[src/rtl/card_sock_pkg.sv]
package card_sock_pkg;

  typedef struct packed {
    logic       tristate;
    logic       host_en;
    logic       card_rst;
    logic       card_type;
    logic [1:0] sel;
  } mode_t;

  localparam int MODE_W   = 6;
  localparam int PINS_W   = 5;
  localparam int PIN_CD1  = 0;
  localparam int PIN_CD2  = 1;
  localparam int PIN_ACK  = 2;
  localparam int PIN_RDY  = 3;
  localparam int PIN_IORD = 4;

  localparam logic [PINS_W-1:0] PINS_RST = 5'b00011;

endpackage

[src/rtl/card_sock_sync.sv]
module card_sock_sync #(
  parameter int                W       = 5,
  parameter logic [W-1:0]      RST_VAL = '0
) (
  input  logic         clk,
  input  logic         rst_n,
  input  logic [W-1:0] pin_i,
  output logic [W-1:0] pin_o
);

  for (genvar i = 0; i < W; i++) begin : g_bit
    logic s1, s2;
    always_ff @(posedge clk or negedge rst_n) begin
      if (!rst_n) begin
        s1 <= RST_VAL[i];
        s2 <= RST_VAL[i];
      end else begin
        s1 <= pin_i[i];
        s2 <= s1;
      end
    end
    assign pin_o[i] = s2;
  end

endmodule

[src/rtl/card_sock_debounce.sv]
module card_sock_debounce #(
  parameter int DEBOUNCE = 16
) (
  input  logic clk,
  input  logic rst_n,
  input  logic raw_i,
  output logic state_o,
  output logic flip_o
);

  localparam int CW = (DEBOUNCE > 2) ? $clog2(DEBOUNCE) : 1;
  localparam logic [CW-1:0] LAST = CW'(DEBOUNCE - 1);

  logic [CW-1:0] cnt;
  logic          state_q;
  logic          differ;

  assign differ  = raw_i != state_q;
  assign flip_o  = differ && (cnt == LAST);
  assign state_o = state_q;

  always_ff @(posedge clk or negedge rst_n) begin
    if (!rst_n) begin
      cnt     <= '0;
      state_q <= 1'b0;
    end else if (!differ) begin
      cnt <= '0;
    end else if (cnt == LAST) begin
      cnt     <= '0;
      state_q <= raw_i;
    end else begin
      cnt <= cnt + 1'b1;
    end
  end

  // a new state always equals the input level that was being counted
  assert_takes_raw_R2: assert property (@(posedge clk) disable iff (!rst_n)
    (state_q != $past(state_q)) |-> (state_q == $past(raw_i)));

  // a disagreement that ends restarts the count
  assert_restart_R3: assert property (@(posedge clk) disable iff (!rst_n)
    !$past(differ) |-> (cnt == '0));

  initial assert (DEBOUNCE >= 2);

endmodule

[src/rtl/card_sock_mode.sv]
module card_sock_mode
  import card_sock_pkg::*;
(
  input  logic              clk,
  input  logic              rst_n,
  input  logic              we_i,
  input  logic [MODE_W-1:0] wdata_i,
  output mode_t             mode_o
);

  always_ff @(posedge clk or negedge rst_n) begin
    if (!rst_n)    mode_o <= '0;
    else if (we_i) mode_o <= mode_t'(wdata_i);
  end

  // the word changes only through a write
  assert_hold_R9: assert property (@(posedge clk) disable iff (!rst_n)
    !$past(we_i) |-> $stable(mode_o));

endmodule

[src/rtl/card_sock_ctrl.sv]
module card_sock_ctrl
  import card_sock_pkg::*;
#(
  parameter int DEBOUNCE = 16
) (
  input  logic              clk,
  input  logic              rst_n,
  input  logic              cd1_n,
  input  logic              cd2_n,
  input  logic              in_ack,
  input  logic              card_rdy,
  input  logic              io_rdy,
  input  logic              mode_we,
  input  logic [MODE_W-1:0] mode_wdata,
  input  logic              stat_clr,
  output logic [7:0]        status_q,
  output logic [MODE_W-1:0] mode_q,
  output logic              card_present,
  output logic              cd_event,
  output logic              card_rst,
  output logic              drv_en,
  output logic              dp_rst
);

  logic [PINS_W-1:0] pins_raw, pins_s;
  mode_t             mode;
  logic              seated_raw, flip, chg_q, evt_q;

  assign pins_raw = {io_rdy, card_rdy, in_ack, cd2_n, cd1_n};

  card_sock_sync #(.W(PINS_W), .RST_VAL(PINS_RST)) u_sync (
    .clk   (clk),
    .rst_n (rst_n),
    .pin_i (pins_raw),
    .pin_o (pins_s)
  );

  assign seated_raw = !pins_s[PIN_CD1] && !pins_s[PIN_CD2];

  card_sock_debounce #(.DEBOUNCE(DEBOUNCE)) u_deb (
    .clk     (clk),
    .rst_n   (rst_n),
    .raw_i   (seated_raw),
    .state_o (card_present),
    .flip_o  (flip)
  );

  card_sock_mode u_mode (
    .clk     (clk),
    .rst_n   (rst_n),
    .we_i    (mode_we),
    .wdata_i (mode_wdata),
    .mode_o  (mode)
  );

  always_ff @(posedge clk or negedge rst_n) begin
    if (!rst_n) begin
      evt_q <= 1'b0;
      chg_q <= 1'b0;
    end else begin
      evt_q <= flip && mode.host_en;
      if (flip && mode.host_en) chg_q <= 1'b1;
      else if (stat_clr)        chg_q <= 1'b0;
    end
  end

  assign cd_event = evt_q;
  assign mode_q   = mode;
  assign status_q = {1'b0, pins_s[PIN_IORD], pins_s[PIN_RDY], pins_s[PIN_ACK],
                     pins_s[PIN_CD2], pins_s[PIN_CD1], 1'b0, chg_q};
  assign card_rst = mode.host_en && mode.card_rst;
  assign drv_en   = mode.host_en && !mode.tristate;
  assign dp_rst   = !mode.host_en;

  // an event is never longer than one cycle
  assert_evt_single_R4: assert property (@(posedge clk) disable iff (!rst_n)
    cd_event |=> !cd_event);

  // an enabled presence change is always announced
  assert_change_evt_R4: assert property (@(posedge clk) disable iff (!rst_n)
    ((card_present != $past(card_present)) && $past(mode.host_en)) |-> cd_event);

  // no event without host enable in the cycle it was decided
  assert_evt_needs_host_R6: assert property (@(posedge clk) disable iff (!rst_n)
    cd_event |-> $past(mode.host_en));

  // the change flag only drops on a clear request
  assert_chg_sticky_R5: assert property (@(posedge clk) disable iff (!rst_n)
    ($past(chg_q) && !$past(stat_clr)) |-> chg_q);

  // disabled host keeps the card out of reset and drivers off
  assert_gated_R7: assert property (@(posedge clk) disable iff (!rst_n)
    dp_rst |-> (!card_rst && !drv_en));

endmodule

[config.mk]
export PLATFORM = sky130hd
export DESIGN_NAME = card_sock_ctrl
export DESIGN_NICKNAME = d
export VERILOG_FILES = /design/src/rtl/card_sock_pkg.sv /design/src/rtl/card_sock_sync.sv /design/src/rtl/card_sock_debounce.sv /design/src/rtl/card_sock_mode.sv /design/src/rtl/card_sock_ctrl.sv
export SDC_FILE = /design/constraint.sdc
export NUM_CORES = 1
export LEC_CHECK = 0
export BUFFER_PORTS_ARGS = -buffer_cell sky130_fd_sc_hd__buf_2
export CAP_MARGIN = 20
export CELL_PAD_IN_SITES_DETAIL_PLACEMENT = 0
export CELL_PAD_IN_SITES_GLOBAL_PLACEMENT = 2
export CORE_MARGIN = 2
export CORE_UTILIZATION = 29
export CTS_CLUSTER_DIAMETER = 30
export CTS_CLUSTER_SIZE = 28
export DETAILED_ROUTE_END_ITERATION = 7
export PLACE_DENSITY_LB_ADDON = 0.1
export SKIP_CTS_REPAIR_TIMING = 1
export SYNTH_ARGS = -nofsm -noshare
export SYNTH_HDL_FRONTEND = slang
export SYNTH_SLANG_ARGS = --single-unit
[constraint.sdc]
create_clock -name clk -period 1.3 [get_ports clk]
set_input_delay 0.195 -clock clk [delete_from_list [all_inputs] [get_ports clk]]
set_output_delay 0.195 -clock clk [all_outputs]
set_load 0.01 [all_outputs]
==> impl_metrics.toml <==
[placed_design]
dp_hpwl_mm = 1.00
io_buffers = 31
gp_congestion = 0.677

[drt]
wl_per_cell_um = 10.9
drt-vias-per-instance = 4.18
drt_iter0_drc = 1
finalWirelength_mm = 1.42
ant_nets = 0
num_vias = 543
first_pass_iters = 3
drcViolationCount = 0

[clock_network]
numCtsBuffers = 3
cts_root_buffer = "clkbuf_4"
cts_buffer_depth = 2
clk_pin_slew_ns = 0.12
insertion_delay_ns = 0.30
cts_tree = "built"
cts.sinks = 23
h-tree-depth = 1

[finish]
fill_cells = 277
n_antenna_cell = 0
nNetsFinal = 116
area.growth.synth_to_final_pct = 29.8
final_common_cell = "buf_2"
final_cell_mix = "buf_2 (31), dfrtp_1 (19), mux2_2 (6), dlygate4sd3_1 (6), buf_4 (5)"
multiInputGateArea_um2 = 206
drive_gt1_share_pct = 53.5
fin_util_pct = 40.1
register_area_um2 = 581

[worst_setup_path]
cp_data_arrival_time_ns = 1.00
crit_path_end_kind = "primary output"
path_class = "register to primary output"
cp.required_ns = 1.11
startpoint_type = "register"
crit_start = "u_mode.mode_o[4]"
critical_path.max_stage_delay_ns = 0.42
crit_chain = "and2_1 > buf_2"
cp_top_family = "flip-flops"
slowest_stage = "dfrtp_1"
r2r_start = "u_deb.cnt[1]"
crit_buf_inv = 1
critical_path.max_fanout = 4

[sta]
fin_crit_sh_pct = 91.6
clock.fmax_mhz = 839
rsz0062_at_grt = "false"
fin_crit_ns = 1.19
maxSlewViolCount = 0
fin_skew_ns = 0.00588
hold_viol_final = 0
relSlewSlack_pct = 66.2
worst_pin_slew_ns = 0.508
setup_viol = 0
hold_slack_ns = 0.0749
fin_setup_tns_ns = 0

[run]
drv_cap = 0

[logic_synthesis]
synthTopCellsByArea = "dfrtp_1 (55%), dfstp_2 (12%), mux2_2 (7.9%)"
synth-edff-count = 0
synth_ff_type = "dfrtp_1"
synth_area_um2 = 860
yosysWarnings = 0
async_flop_share_pct = 100
syn_area_per_cell_um2 = 14.1
ys_seq_area_share_pct = 67.5
synth_cell_types = 21
yosysTopAreaCell = "dfrtp_1"
synth_top_area_share_pct = 55.3
syn_inst = 61
synth-seq-cells = 23

[die]
ioPinCount = 34
initial_utilization_pct = 30.9
fp.dieW_um = 58.4
die_h_um = 58.4
rows = 19
die_area_mm2 = 0.00342
coreArea_mm2 = 0.00278

[global_route]
grt_overflow_total = 0
grt_pass1_wl_mm = 2.23
antenna_found_initial = 0
grt_start_max_net_pins = 24
grt_pass1_vias = 516
grt_usage_pct = 9.07

[power_and_ir_drop]
peakVddDrop_mv = 0.696
cellPowerDensity_mw_per_mm2 = 1120
p_leak_nw = 0.547

[worst_hold_path]
hold_start = "stat_clr"
hold_path_class = "primary input to register"

[outcome]
outcome = "complete, no violations"
[stage by stage]
stage                     cells  setup WS (ns)  instance area, um^2  power [mW]
after global routing        130         0.0170                 1120        1.33
after floorplan              62         0.0809                  863       0.861
after global placement      119          0.149                 1020       0.926
after detailed placement    119          0.140                 1020       0.928
after CTS                   123         0.0529                 1050        1.26
final                       130          0.109                 1120        1.25
[where the power goes]
| part | switching [mW] | total, mW | internal (mW) |
|---|---|---|---|
| Combinational | 0.0724 | 0.154 | 0.0811 |
| Sequential | 0.0171 | 0.774 | 0.757 |
| Clock | 0.200 | 0.320 | 0.120 |
[cell type report]
type                       count  area share (%)
inverter                       3            1.01
tap                           31            3.48
timing repair buffer          42            22.6
multi-input combinational     27            18.5
clock buffer                   4            2.35
sequential                    23            52.0
[worst paths after layout]
path	to	slack, ns	depth (start not counted)
min in group asynchronous	u_mode.mode_o[0]	0.38	2
max reg2reg	u_deb.state_o	0.11	3
max	card_rst	0.11	2
min	chg_q	0.07	2
min reg2reg	u_sync.g_bit[2].s2	0.36	0
max in group asynchronous	u_sync.g_bit[1].s1	0.56	2
[layer usage]
layer | share of wire (%) | track usage [%] | vias up
met4 | 1.3 | 2.99 | 0
met5 | 0 | 0 | -
met3 | 7.1 | 4.62 | 2
met1 | 40 | 9.18 | 261
li1 | - | - | 260
met2 | 52 | 16.1 | 20
[logic make-up after synthesis]
logic type                 count (synthesis)  synth area share [%]
AOI/OAI and AO/OA                          5                  3.06
DFF                                       23                  67.5
and+or+nand+nor                           11                  7.86
buffers and inverters                     12                  8.88
other                                      1                 0.436
muxes                                      6                  7.86
xor gates and xnor gates                   2                  2.91
adders and majority gates                  1                  1.46
[sequential cells by signal, summed over array words and instances (netlist names)]
name,cells
cd_event,1
u_mode.mode_o,6
chg_q,1
u_sync.g_bit.s1,5
u_sync.g_bit.s2,5
u_deb.cnt,4
u_deb.state_o,1
[worst register-to-register path, cell delays in order, from the launching register on]
cell and delay, ns:
dfrtp_1 0.39, ha_1 0.17, and3_4 0.20, mux2_2 0.33
[cells in the mapped netlist, types with 2 or more instances]
master and n:
nand2_1 2, o21ai_0 2, dfstp_2 4, inv_1 3, mux2_2 6, dfrtp_1 19, nor2_1 3, buf_4 8
a21oi_1 2
Note: power is estimated with default switching activity, not from simulation.
